<file path="src/rtl/uart_flow_ctl.sv">
module uart_flow_ctl #(
  parameter int DW = 8,
  parameter int LW = 8
) (
  input  logic          clk,
  input  logic          rst_n,
  input  logic          auto_rts_en,
  input  logic          auto_cts_en,
  input  logic          sw_send_en,
  input  logic          sw_obey_en,
  input  logic          spec_det_en,
  input  logic          rts_irq_en,
  input  logic          cts_irq_en,
  input  logic [LW-1:0] lvl_high,
  input  logic [LW-1:0] lvl_low,
  input  logic [LW-1:0] rx_level,
  input  logic [DW-1:0] xon_char,
  input  logic [DW-1:0] xoff_char,
  input  logic [DW-1:0] spec_char,
  input  logic          rx_stb,
  input  logic [DW-1:0] rx_char,
  output logic          rx_keep,
  input  logic          cts_n,
  output logic          rts_n,
  input  logic          tx_idle,
  input  logic          tx_avail,
  output logic          tx_data_go,
  output logic          tx_ctl_go,
  output logic [DW-1:0] tx_ctl_char,
  input  logic          flag_clr,
  output logic          flow_evt,
  output logic          xoff_seen
);

  logic full_q, sent_q, cts_q, rem_q, cts_blk, rem_blk;

  wire at_high  = rx_level >= lvl_high;
  wire at_low   = rx_level <= lvl_low;
  wire is_xon   = sw_obey_en && (rx_char == xon_char);
  wire is_xoff  = sw_obey_en && (rx_char == xoff_char);
  wire got_xon  = rx_stb && is_xon;
  wire got_xoff = rx_stb && is_xoff;
  wire got_spec = rx_stb && spec_det_en && (rx_char == spec_char);
  wire rts_set  = auto_rts_en && !full_q && at_high;
  wire cts_rise = cts_n && !cts_q;
  wire rem_d    = got_xoff ? 1'b1 : (got_xon ? 1'b0 : (rem_q && sw_obey_en));
  wire ctl_pend = sw_send_en && (full_q != sent_q);

  assign rx_keep     = !(is_xon || is_xoff);
  assign rts_n       = auto_rts_en && full_q;
  assign tx_ctl_char = full_q ? xoff_char : xon_char;
  assign tx_ctl_go   = tx_idle && ctl_pend && !cts_blk;
  assign tx_data_go  = tx_idle && tx_avail && !ctl_pend && !cts_blk && !rem_blk;

  always_ff @(posedge clk or negedge rst_n) begin
    if (!rst_n) begin
      full_q    <= 1'b0;
      sent_q    <= 1'b0;
      cts_q     <= 1'b0;
      rem_q     <= 1'b0;
      cts_blk   <= 1'b0;
      rem_blk   <= 1'b0;
      flow_evt  <= 1'b0;
      xoff_seen <= 1'b0;
    end else begin
      if (at_high)     full_q <= 1'b1;
      else if (at_low) full_q <= 1'b0;

      if (!sw_send_en)    sent_q <= 1'b0;
      else if (tx_ctl_go) sent_q <= full_q;

      cts_q <= cts_n;
      rem_q <= rem_d;
      if (tx_idle) begin
        cts_blk <= auto_cts_en && cts_n;
        rem_blk <= rem_d;
      end

      if ((cts_irq_en && auto_cts_en && cts_rise) || (rts_irq_en && rts_set)) flow_evt <= 1'b1;
      else if (flag_clr)                                                    flow_evt <= 1'b0;

      if (got_xoff || got_spec)    xoff_seen <= 1'b1;
      else if (got_xon || flag_clr) xoff_seen <= 1'b0;
    end
  end

  p_one_start_r7: assert property (@(posedge clk) disable iff (!rst_n)
    !(tx_data_go && tx_ctl_go));
  p_start_at_idle_r7: assert property (@(posedge clk) disable iff (!rst_n)
    (tx_data_go || tx_ctl_go) |-> tx_idle);
  p_rts_rise_r2: assert property (@(posedge clk) disable iff (!rst_n)
    ($rose(rts_n) && auto_rts_en && $past(auto_rts_en)) |-> $past(rx_level >= lvl_high));
  p_rts_fall_r2: assert property (@(posedge clk) disable iff (!rst_n)
    ($fell(rts_n) && auto_rts_en) |-> $past(rx_level <= lvl_low));
  p_ctl_needs_en_r6: assert property (@(posedge clk) disable iff (!rst_n)
    tx_ctl_go |-> sw_send_en);
  p_xoff_flag_r8: assert property (@(posedge clk) disable iff (!rst_n)
    (rx_stb && sw_obey_en && rx_char == xoff_char) |=> xoff_seen);
  p_cts_hold_r4: assert property (@(posedge clk) disable iff (!rst_n)
    ($past(tx_idle) && $past(auto_cts_en && cts_n)) |-> !(tx_data_go || tx_ctl_go));

endmodule

</file>
<file path="config.mk">
export PLATFORM = sky130hd
export DESIGN_NAME = uart_flow_ctl
export DESIGN_NICKNAME = d
export VERILOG_FILES = /design/src/rtl/uart_flow_ctl.sv
export SDC_FILE = /design/constraint.sdc
export NUM_CORES = 1
export LEC_CHECK = 0
export BUFFER_PORTS_ARGS = -buffer_cell sky130_fd_sc_hd__buf_2
export CAP_MARGIN = 20
export CORE_AREA = 2 2 59 61
export DETAILED_ROUTE_END_ITERATION = 10
export DIE_AREA = 0 0 61 63
export MAX_ROUTING_LAYER = met4
export PLACE_DENSITY = 0.8
export SLEW_MARGIN = 15
export SYNTH_ARGS = -nofsm -noshare
export SYNTH_HDL_FRONTEND = slang
export SYNTH_SLANG_ARGS = --single-unit
</file>
<file path="constraint.sdc">
create_clock -name clk -period 1.1 [get_ports clk]
set_clock_uncertainty 0.1 [all_clocks]
set_input_delay 0.055 -clock clk [delete_from_list [all_inputs] [get_ports clk]]
set_output_delay 0.055 -clock clk [all_outputs]
set_load 0.03 [all_outputs]
</file>
==> run_results.csv <==
group,metric,value,unit
final_layout,nNetsFinal,334,
logic_synthesis,syn_area,1130,um^2
route,wl_per_cell,13.5,um
global_route,grt_overflow,0,
timing,worst_slew_pin_slew,332,ps
critical_path,cp.arrival,1280,ps
critical_path,path_class,"flop to output pin",
route,dr.first_iter.drc_count,19,
die,start_util,34.9,%
logic_synthesis,syn_inst,132,
die,pin_count,84,
outcome,outcome,"finished with violations",
final_layout,num_antenna_cells,0,
clock_tree,clkTransAtPathRegs,50,ps
worst_hold_path,min_path_type,"primary input to flop",
job,timing.max_cap.violations,0,
logic_synthesis,synthTopCellsByArea,"dfrtp_1 (18%), ha_1 (18%), xor2_1 (10%)",
critical_path,end_kind,"output pin",
clock_tree,clock_latency,250,ps
critical_path,cp_max_fo,9,
placed_design,dp_cells,275,
clock_tree,clock-sinks,8,
die,die-width,61,um
logic_synthesis,netlist.area_leader.share,17.7,%
placed_design,place_congestion,0.803,
logic_synthesis,yosysMostFrequentCell,"inv_1",
final_layout,num-fill-cells,262,
global_route,antenna_found_initial,0,
final_layout,multi_input_area,1070,um^2
route,viasPerCell,4.78,
logic_synthesis,synth_common_cells,"inv_1 (18), ha_1 (16), xor2_1 (13)",
timing,setup_slack,-334,ps
critical_path,crit_path_start_kind,"flop",
pwr,ir_drop,329,uV
final_layout,seq_area,200,um^2
timing,period_needed,1430,ps
timing,fmax,0.697,GHz
logic_synthesis,async_reset_ff_share,100,%
timing,grt_setup_unrepaired,"true",
clock_tree,htree_levels,1,
die,die_h,63,um
route,dr.pass1.iters,4,
final_layout,drive_gt1_share,56.9,%
timing,slew_headroom,77.6,%
logic_synthesis,synth-seq-cells,8,
logic_synthesis,synth_top_area_cell,"dfrtp_1",
route,detail-route-antenna-nets,0,
route,routed_wl,3930,um
timing,hold_viol,0,
logic_synthesis,yosysSeqAreaShare,17.7,%
timing,fin_crit_sh,130,%
final_layout,final-instance-count-excl-fill,292,
logic_synthesis,syn_nets,218,
logic_synthesis,synth-edff-count,0,
clock_tree,cts_tree,"yes",
logic_synthesis,synth.avg_cell_area,8.55,um^2
outcome,violations,"negative setup slack",
clock_tree,cts_buffers,3,
pwr,p_leak,0.00118,uW
route,remaining_drc_errors,0,
clock_tree,clock_path_buffers,2,
timing,slew_violations,0,
placed_design,hpwlAfterDp,2930,um
die,core-area,3230,um^2
route,vias,1397,
timing,setup_viol,17,
die,rows,21,
global_route,grt_pass1_wl,5830,um
die,die-area,3840,um^2
pwr,cellPowerDensity,733,nW/um^2
critical_path,cp.required,940,ps
placed_design,io_buffers,83,
logic_synthesis,yosys.cell_types.count,33,
pwr,power,1630,uW
global_route,grt_max_degree,10,
clock_tree,clockRootBuffer,"clkbuf_4",
final_layout,syn_to_final_growth,97.3,%
logic_synthesis,ys_warn_count,0,
global_route,grt_usage,20.5,%
logic_synthesis,synth_top_flop_cell,"dfrtp_1",
global_route,grt_pass1_vias,1397,
## final cells by class
| type | instances | share of cell area, % |
|---|---|---|
| Clock buffer | 3 | 1.01 |
| Inverter | 18 | 3.60 |
| Multi-Input combinational cell | 105 | 47.9 |
| Sequential cell | 8 | 8.99 |
| Tap cell | 46 | 2.58 |
| Timing Repair Buffer | 112 | 36.0 |
## power breakdown
part           switching [uW]  internal [uW]
Clock                    96.5            125
Sequential               17.3            317
Combinational             494            583
## routing by layer
metal	global-route usage, %	wire length, um
met1	23.1	1470
met2	35.5	2180
met3	3.93	209
met4	6.25	68
met5	-	0
## cell families (layout without fill, tap and decap cells)
logic type                 count (synthesis)  in the layout  synth area share [%]
AOI/OAI and AO/OA                         20             20                  12.2
muxes                                      9              9                  8.87
xor gates and xnor gates                  24             24                  18.6
and+or+nand+nor                           36             36                  18.5
DFF                                        8              8                  17.7
adders and majority gates                 16             16                  17.7
buffers and inverters                     19            133                  6.32
## flip-flops by register name (all words and copies together), names as in the netlist
signal     flops
cts_blk        1
cts_q          1
flow_evt       1
full_q         1
rem_blk        1
rem_q          1
sent_q         1
xoff_seen      1
## final timing paths
kind                               start              to  slack, ps  cells past startpoint
worst min-delay path             tx_idle         cts_blk         20                      3
min in group asynchronous          rst_n           cts_q         80                      2
max in group asynchronous          rst_n          full_q        650                      2
worst max-delay path              full_q  tx_ctl_char[7]       -330                      3
worst min register to register  flow_evt        flow_evt        410                      2
worst max register to register    full_q        flow_evt       -160                      4
## critical path, cell delays in order (launching register included)
cell	delay (ps)
dfrtp_1	410
buf_12	170
mux2_4	300
buf_6	140
## per-stage QoR
stage          util, %  worst slack (ps)  cell area [um^2]  setup TNS, ps  hold slack [ps]
5_1_grt           68.9              -400              2230          -4880             23.6
3_5_place_dp      57.4              -367              1850          -2300             -190
4_1_cts           65.0              -369              2100          -4200             1.48
3_3_place_gp      57.4              -343              1850          -1980             -194
2_1_floorplan        -             -93.8              1260           -333             -341
6_report          68.9              -334              2230          -4020             17.6
## cell usage in the layout, fill, tap and decap left out, drive strengths merged, types with 2 or more instances in the layout
master	instances
a21o	3
a21oi	2
a31oi	2
buf	102
clkbuf	3
dfrtp	8
dlygate4sd3	10
ha	16
inv	18
mux2	8
nand2	8
nand2b	2
nand3	5
nand4	4
nor2	5
nor2b	2
nor3	2
nor4	4
o21a	2
o21ai	5
xnor2	11
xor2	13
## what timing repair did
item	CTS	global route
setup endpoints to repair	14	18
resized for setup	33	23
buffers inserted	4	0
hold endpoints to repair	15	1
pin swaps	5	7
hold buffers	9	1
Power figures use the tool's default switching activity.
